[config.mk]
export PLATFORM = sky130hd
export DESIGN_NAME = rx_char_buffer
export DESIGN_NICKNAME = d
export VERILOG_FILES = /design/src/rtl/rxb_pkg.sv /design/src/rtl/rxb_store.sv /design/src/rtl/rxb_ctrl.sv /design/src/rtl/rxb_irq.sv /design/src/rtl/rxb_overrun.sv /design/src/rtl/rx_char_buffer.sv
export SDC_FILE = /design/constraint.sdc
export NUM_CORES = 1
export LEC_CHECK = 0
export BUFFER_PORTS_ARGS = -buffer_cell sky130_fd_sc_hd__buf_4
export CORE_AREA = 2 2 143 145
export DETAILED_ROUTE_END_ITERATION = 10
export DIE_AREA = 0 0 145 147
export GPL_ROUTABILITY_DRIVEN = 1
export PLACE_DENSITY = 0.58
export SETUP_SLACK_MARGIN = 0.05
export SLEW_MARGIN = 20
export SYNTH_ARGS = -nofsm -noshare
export SYNTH_HDL_FRONTEND = slang
export SYNTH_SLANG_ARGS = --single-unit
[constraint.sdc]
create_clock -name clk -period 3.1 [get_ports clk]
set_input_delay 0.155 -clock clk [delete_from_list [all_inputs] [get_ports clk]]
set_output_delay 0.155 -clock clk [all_outputs]
set_load 0.01 [all_outputs]
[src/rtl/rxb_pkg.sv]
`timescale 1ns/1ps
// Package: shared widths, the stored entry type and the threshold rule.
// Assumes an 8-bit character and a 3-bit error tag per entry.
package rxb_pkg;

    localparam int DATA_W  = 8;
    localparam int TAG_W   = 3;
    localparam int ENTRY_W = DATA_W + TAG_W;

    typedef struct packed {
        logic [TAG_W-1:0]  tag;
        logic [DATA_W-1:0] data;
    } rx_entry_t;

    // Threshold for a select code, scaled to the buffer depth.
    function automatic int unsigned trig_level(input logic [1:0] sel, input int unsigned depth);
        case (sel)
            2'd0:    return 1;
            2'd1:    return depth / 4;
            2'd2:    return depth / 2;
            default: return depth - 2;
        endcase
    endfunction

endpackage

[src/rtl/rxb_store.sv]
`timescale 1ns/1ps
// Circular storage for received entries with read and write pointers.
// Assumes push and pop are already qualified: push never targets a slot
// that still holds data, except the head slot being popped in the same cycle.
module rxb_store
    import rxb_pkg::*;
#(
    parameter int DEPTH_LOG2 = 4
) (
    input  logic      clk,
    input  logic      rst_n,
    input  logic      flush,
    input  logic      push,
    input  logic      pop,
    input  rx_entry_t wr_entry,
    output rx_entry_t head_entry
);

    localparam int DEPTH = 1 << DEPTH_LOG2;

    rx_entry_t             mem [DEPTH];
    logic [DEPTH_LOG2-1:0] wr_ptr;
    logic [DEPTH_LOG2-1:0] rd_ptr;

    // Write the incoming entry into the slot at the tail.
    always_ff @(posedge clk) begin
        if (push) begin
            mem[wr_ptr] <= wr_entry;
        end
    end

    // Advance the pointers, which wrap by their width; flush rewinds them.
    always_ff @(posedge clk) begin
        if (!rst_n || flush) begin
            wr_ptr <= '0;
            rd_ptr <= '0;
        end else begin
            if (push) wr_ptr <= wr_ptr + 1'b1;
            if (pop)  rd_ptr <= rd_ptr + 1'b1;
        end
    end

    // Present the oldest entry without waiting for a read.
    always_comb head_entry = mem[rd_ptr];

endmodule

[src/rtl/rxb_ctrl.sv]
`timescale 1ns/1ps
// Occupancy control: qualifies strobes into push, pop and drop, and keeps
// the stored count. Assumes flush wins over any strobe in the same cycle.
module rxb_ctrl #(
    parameter int DEPTH_LOG2 = 4
) (
    input  logic                clk,
    input  logic                rst_n,
    input  logic                flush,
    input  logic                wr_en,
    input  logic                rd_en,
    output logic                push,
    output logic                pop,
    output logic                drop,
    output logic [DEPTH_LOG2:0] count
);

    localparam int CNT_W = DEPTH_LOG2 + 1;
    localparam logic [CNT_W-1:0] FULL_CNT = CNT_W'(1 << DEPTH_LOG2);

    logic empty;
    logic full;

    // Decode the count into its two boundary states.
    always_comb begin
        empty = (count == '0);
        full  = (count == FULL_CNT);
    end

    // Qualify strobes; a pop frees the slot a simultaneous push needs.
    always_comb begin
        pop  = rd_en && !empty && !flush;
        push = wr_en && !flush && (!full || pop);
        drop = wr_en && !flush && full && !pop;
    end

    // Track the stored count.
    always_ff @(posedge clk) begin
        if (!rst_n || flush) begin
            count <= '0;
        end else begin
            case ({push, pop})
                2'b10:   count <= count + 1'b1;
                2'b01:   count <= count - 1'b1;
                default: count <= count;
            endcase
        end
    end

endmodule

[src/rtl/rxb_irq.sv]
`timescale 1ns/1ps
// Host indications derived from the count: data ready and the level
// interrupt against the selected threshold. Purely combinational.
module rxb_irq
    import rxb_pkg::*;
#(
    parameter int DEPTH_LOG2 = 4
) (
    input  logic [DEPTH_LOG2:0] count,
    input  logic [1:0]          trig_sel,
    output logic                data_ready,
    output logic                trig_irq
);

    localparam int DEPTH = 1 << DEPTH_LOG2;
    localparam int CNT_W = DEPTH_LOG2 + 1;

    logic [CNT_W-1:0] thr;

    // Select the threshold for the current configuration.
    always_comb thr = CNT_W'(trig_level(trig_sel, DEPTH));

    // Compare the count against empty and against the threshold.
    always_comb begin
        data_ready = (count != '0);
        trig_irq   = (count >= thr);
    end

endmodule

[src/rtl/rxb_overrun.sv]
`timescale 1ns/1ps
// Sticky overrun flag. A new drop wins over a clearing status read.
module rxb_overrun (
    input  logic clk,
    input  logic rst_n,
    input  logic drop,
    input  logic status_rd,
    output logic overrun
);

    // Latch a dropped write and clear the flag on a status read.
    always_ff @(posedge clk) begin
        if (!rst_n) begin
            overrun <= 1'b0;
        end else if (drop) begin
            overrun <= 1'b1;
        end else if (status_rd) begin
            overrun <= 1'b0;
        end
    end

endmodule

[src/rtl/rx_char_buffer.sv]
`timescale 1ns/1ps
// Receive character buffer: tagged queue, occupancy control, threshold
// interrupt and overrun flag. Assumes one push and one pop strobe per cycle.
module rx_char_buffer
    import rxb_pkg::*;
#(
    parameter int DEPTH_LOG2 = 4
) (
    input  logic                  clk,
    input  logic                  rst_n,
    input  logic                  flush,
    input  logic                  wr_en,
    input  logic [DATA_W-1:0]     wr_data,
    input  logic [TAG_W-1:0]      wr_tag,
    input  logic                  rd_en,
    input  logic                  status_rd,
    input  logic [1:0]            trig_sel,
    output logic [DATA_W-1:0]     rd_data,
    output logic [TAG_W-1:0]      head_tag,
    output logic                  data_ready,
    output logic                  trig_irq,
    output logic                  overrun,
    output logic [DEPTH_LOG2:0]   level
);

    logic      push;
    logic      pop;
    logic      drop;
    rx_entry_t wr_entry;
    rx_entry_t head_entry;

    // Pack the incoming character and its tag into one entry.
    always_comb begin
        wr_entry.data = wr_data;
        wr_entry.tag  = wr_tag;
    end

    rxb_ctrl #(.DEPTH_LOG2(DEPTH_LOG2)) u_ctrl (
        .clk   (clk),
        .rst_n (rst_n),
        .flush (flush),
        .wr_en (wr_en),
        .rd_en (rd_en),
        .push  (push),
        .pop   (pop),
        .drop  (drop),
        .count (level)
    );

    rxb_store #(.DEPTH_LOG2(DEPTH_LOG2)) u_store (
        .clk        (clk),
        .rst_n      (rst_n),
        .flush      (flush),
        .push       (push),
        .pop        (pop),
        .wr_entry   (wr_entry),
        .head_entry (head_entry)
    );

    rxb_irq #(.DEPTH_LOG2(DEPTH_LOG2)) u_irq (
        .count      (level),
        .trig_sel   (trig_sel),
        .data_ready (data_ready),
        .trig_irq   (trig_irq)
    );

    rxb_overrun u_ovr (
        .clk       (clk),
        .rst_n     (rst_n),
        .drop      (drop),
        .status_rd (status_rd),
        .overrun   (overrun)
    );

    // Split the head entry onto the host outputs.
    always_comb begin
        rd_data  = head_entry.data;
        head_tag = head_entry.tag;
    end

endmodule

# Word level (Yosys, flattened, before mapping)
# Memory sizes are Yosys's and may differ from the RTL's. A register that Yosys moved wholly into a read port is not among the register bits.
# Index checks and enable logic that the tools add are counted.
# op_classes
n_bitwise	0
n_reduce_logical	18
div	0
n_addsub	4
shift	0
n_lt_le_gt_ge	1
multipliers	0
eq_ne	5
muxes	8
# op_table
cell	n
case mux 4 bit (3 select lines)	1
case mux 5 bit (2 select lines)	1
adder 4 x 1 -> 4 bit, second input constant	2
two-way mux 4 bit	2
logical AND 1 bit	6
adder 5 x 1 -> 5 bit, second input constant	1
== test 5 bit, second input constant	1
>= comparator 5 x 4 -> 1 bit	1
zero test 1 bit	5
zero test 5 bit	1
nonzero test 5 bit	1
subtractor 5 x 1 -> 5 bit, second input constant	1
== test 2 x 1 -> 1 bit, second input constant	2
== test 2 bit, second input constant	2
two-way mux 1 bit	4
nonzero test 2 bit	2
zero test 2 bit	1
logical OR 1 bit	2
# word_totals
regBits	14
latchBits	0
memories	1
rom_bits	0
mem_bits_rw	176
output_inout_bits	19
word_cells	41
inputBits	19
# memory_table
name	depth	word_bits	rd	rd_clocked_by_memory_dff	write_ports	line_no	source
u_store.mem	16	11	1	1	1	rxb_store.sv:21	rx_entry_t mem [DEPTH];

# Depth between registers and ports, before layout
# depth
word_depth	8
mapped_depth	10
ltp_nobuf	9

# By module
# Synthesis repeated with hierarchy kept, for this count alone.
# hier_totals
hier_cells	410
area_unflattened_um2	7912.6
# modules_own_cells
mod	cells_each	instances	seq_area_each_um2	area_per_inst_um2
rxb_store	335	1	5525.3	7288.2
rxb_ctrl	55	1	100.1	460.4
rxb_irq	17	1	0.0	122.6
rxb_overrun	3	1	20.0	41.3

# Worst setup path after synthesis
# Ideal clock, no wire load.
# synth_timing
path_type	reg-to-reg
from	register u_ctrl.count[2]
to	memory u_store.mem[0][0] in the netlist's numbering, enable pin
n_path_buf	0
synth_period_minus_slack_ps	2325
t_arrival_ps	1932
required_ps	2707
path_stages_with_launch	5
setup_slack_ps	775
setup_ps	393
path_cell_list	dfxtp_1 -> nor4_2 -> a21oi_1 -> nand2_1 -> nor3_1
# synth_between
elab_chain_cells	8
word_cells_on_any_way	10
cone_classes	eq/ne: 1; mux: 2; reduce/logical: 7
# synth_rtl
item	line_no	source
start, declared	rxb_ctrl.sv:15	output logic [DEPTH_LOG2:0] count
start signal, assigned	rxb_ctrl.sv:43	2'b10: count <= count + 1'b1;
start signal, assigned	rxb_ctrl.sv:44	2'b01: count <= count - 1'b1;
start signal, assigned	rxb_ctrl.sv:45	default: count <= count;
zero test 5 bit	rxb_ctrl.sv:26	empty = (count == '0);
zero test 1 bit	rxb_ctrl.sv:32	pop = rd_en && !empty && !flush;
logical AND 1 bit (2 in series)	rxb_ctrl.sv:32	
logical OR 1 bit *	rxb_ctrl.sv:33	push = wr_en && !flush && (!full || pop);
logical AND 1 bit *	rxb_ctrl.sv:33	
two-way mux 1 bit *	rxb_store.sv:27	if (push) begin
two-way mux 1 bit (implied by the code) *	rxb_store.sv:28	mem[wr_ptr] <= wr_entry;
end, declared	rxb_store.sv:21	
# Mark *: on every way between the ends. The rest lies on a longest branch, timed or not.

==> run summary <==
Maximum operating frequency: 380 MHz
CTS tree: yes
Vias in the first global route: 4073
Final Core Density: 46.1%
Cell Area, Synth: 0.00777 mm²
Gate power share: 2.6%
Placed insts: 704
Number of routed nets with antenna violations: 0
Status: complete, no violations
Internal power: 4.20 mW
Pwr per Cell Area: 571 mW/mm²
Biggest area consumer among synthesized cells: edfxtp_1
Synth cell types: 38
Worst-skew pair later-pin latency: 0.43 ns
Die Height: 147 µm
Synth warn: 0
Critical path type: reg2out
M2 GR Usage: 26.8%
TritonRoute pass-1 iters: 4
First-pass GRT wire length: 24.4 mm
Most frequent cell after synthesis: edfxtp_1
Fillers: 1684
Clk slew on worst S/H paths: 0.07 ns
Number of synthesized flops with an enable pin: 176
CTS H-tree depth: 4
Finished Cell Area: 0.00914 mm²
Post-route DRC: 0
Post-Syn Instances: 387
Post-synth ARST share: 0%
Synth Area per Inst: 20.1 µm²
Total routed wirelength: 15.8 mm
M1 GR Usage: 20.7%
Yosys top cell area share: 68.0%
Worst Hold Class: in2reg
Nets: 483
Core Box Area: 0.0198 mm²
# diodes: 0
Worst endpoint data arrival time: 2.48 ns
Routability cong.: 0.844
Leakage: 2.94 nW
Primary FF master, synth: edfxtp_1
NetSw: 1.03 mW
Met3 Use GR: 3.42%
IO Pins: 38
Synth area leaders: edfxtp_1 (68%), mux4_2 (16%), dfxtp_1 (4.6%), ha_1 (1.6%), nor2_1 (1.1%)
Fin Hold WS: 0.0253 ns
Pin count of the biggest net entering global routing: 45
Placed cell area: 0.00853 mm²
Sum Neg Setup Slack: 0 ns
Busiest grt layer: met2
Setup Skew: 0.00721 ns
DP Worst Slack: 0.647 ns
Layout cells sized above 1: 34.7%
Setup repair bufs after CTS: 0
Worst setup SP type: flip-flop
Routed WL per cell: 21.5 µm
Final worst-path cycle share: 84.9%
Clk Tree Root Cell: clkbuf_16
Crit. End Element: output pin
Flop pwr share: 54.8%
Port Buffer Count: 37
GRT overflow: 0
Die width: 145 µm
Fin cells: 737
Cells on worst reg2reg path: 9
Clock network power share: 42.6%
Final HPWL DP: 9.89 mm
Power Total: 5.22 mW
Final setup margin: 0.468 ns
Hold buffer count at cts: 1
Critical Path Fanout Max: 28
Via density: 5.21
Final setup viols: 0
Die area: 0.0213 mm²
Cts repair resizes: 0
Post-Syn Nets: 416
Post-route minimum period: 2.63 ns
Area grow syn2layout: 17.7%
Register area share after synthesis: 72.7%
Worst-margin pin slew: 0.774 ns
Slew margin rel.: 48.4%
CTS buffer count: 17
CTS Sinks: 194
Starting DRC count in detailed routing: 407
Total GRT Usage: 15.7%
Max Buffers Root-to-Sink: 2
Final Max Slew Viols: 0
Num rows: 52
Initial antenna violation count: 0
Total number of vias: 3838
Net Sw Frac: 19.6%
Hold Vio Cnt, Final: 0
Max-Cap Viols: 0
Worst endpoint required time: 2.94 ns
Synth top cells by count: edfxtp_1 (176), mux4_2 (55), nor2_1 (22)
Starting Density: 39.1%
RSZ-0062 raised after global routing: false
Worst vdd ir: 0.357 mV
#FFs+latches synth: 194
Hold depth: 1
## power by group through the flow
stage	Combinational (mW)	Clock [mW]	Sequential (mW)
after floorplan	0.0580	0	2.92
after global placement	0.134	0	2.92
after detailed placement	0.139	0	2.92
after CTS	0.141	2.28	2.86
after global routing	0.151	2.39	2.86
final	0.137	2.22	2.86
## worst paths after layout
kind,start,to,slack [ns]
min,wr_data[2],u_store.mem[9][2],0.03
max reg2reg,u_ctrl.count[1],u_ctrl.count[4],0.60
max,flip-flop,rd_data[6],0.47
min reg2reg,u_store.rd_ptr[1],flip-flop,0.56
## worst max-delay path: stages, from the launching register on
cell	delay [ns]
dfxtp_2	0.33
buf_4	0.47
mux4_2	0.61
mux4_2	0.47
buf_4	0.16
## flip-flops by register name, indices dropped and copies added, names as in the netlist, named ones only
signal	cells
u_store.wr_ptr	4
u_ctrl.count	5
u_store.rd_ptr	4
u_ovr.overrun	1
u_store.mem	176
## layout by cell type (no fill, tap or decap), drive strengths merged, types with 2 or more instances in the layout
master | Yosys | layout
inv | 8 | 13
o211ai | 4 | 4
a211o | 2 | 2
xnor2 | 2 | 2
nand2b | 9 | 9
nor3 | 6 | 6
nor4 | 2 | 2
mux4 | 55 | 55
o21ai | 4 | 4
a21oi | 3 | 3
bufinv | 0 | 3
xor2 | 4 | 4
clkbuf | 6 | 18
nor2 | 22 | 22
a21o | 2 | 2
nand4 | 2 | 2
buf | 12 | 65
a211oi | 4 | 4
edfxtp | 176 | 176
nand2 | 12 | 12
o21a | 2 | 2
nor2b | 4 | 4
dfxtp | 18 | 18
ha | 10 | 10
mux2i | 6 | 6
clkinv | 0 | 5
nand3 | 4 | 4
## cell type report
cell class	count	area, µm²	area share, %
Clock buffer	18	429	4.69
Clock inverter	14	175	1.92
Inverter	8	30.0	0.328
Multi-Input combinational cell	167	2010	22.0
Sequential cell	194	5650	61.8
Tap cell	270	338	3.70
Timing Repair Buffer	66	510	5.58
## kinds of logic (layout without fill, tap and decap cells)
family,Yosys count,count (layout),share of synthesized area (%)
compound gates,24,24,2.16
flops,194,194,72.7
fa+ha+maj,10,10,1.61
mux,62,62,17.0
xor+xnor,6,6,0.676
buf+inv,26,106,1.69
simple gates,65,65,4.17
## layer usage
metal  up-vias  routed length [µm]
li1       1702                   -
met1      2015                6700
met2       111                8210
met3        10                 802
met4         0                 139
met5         -                   0
No activity file was read; power rests on OpenSTA's default activity.
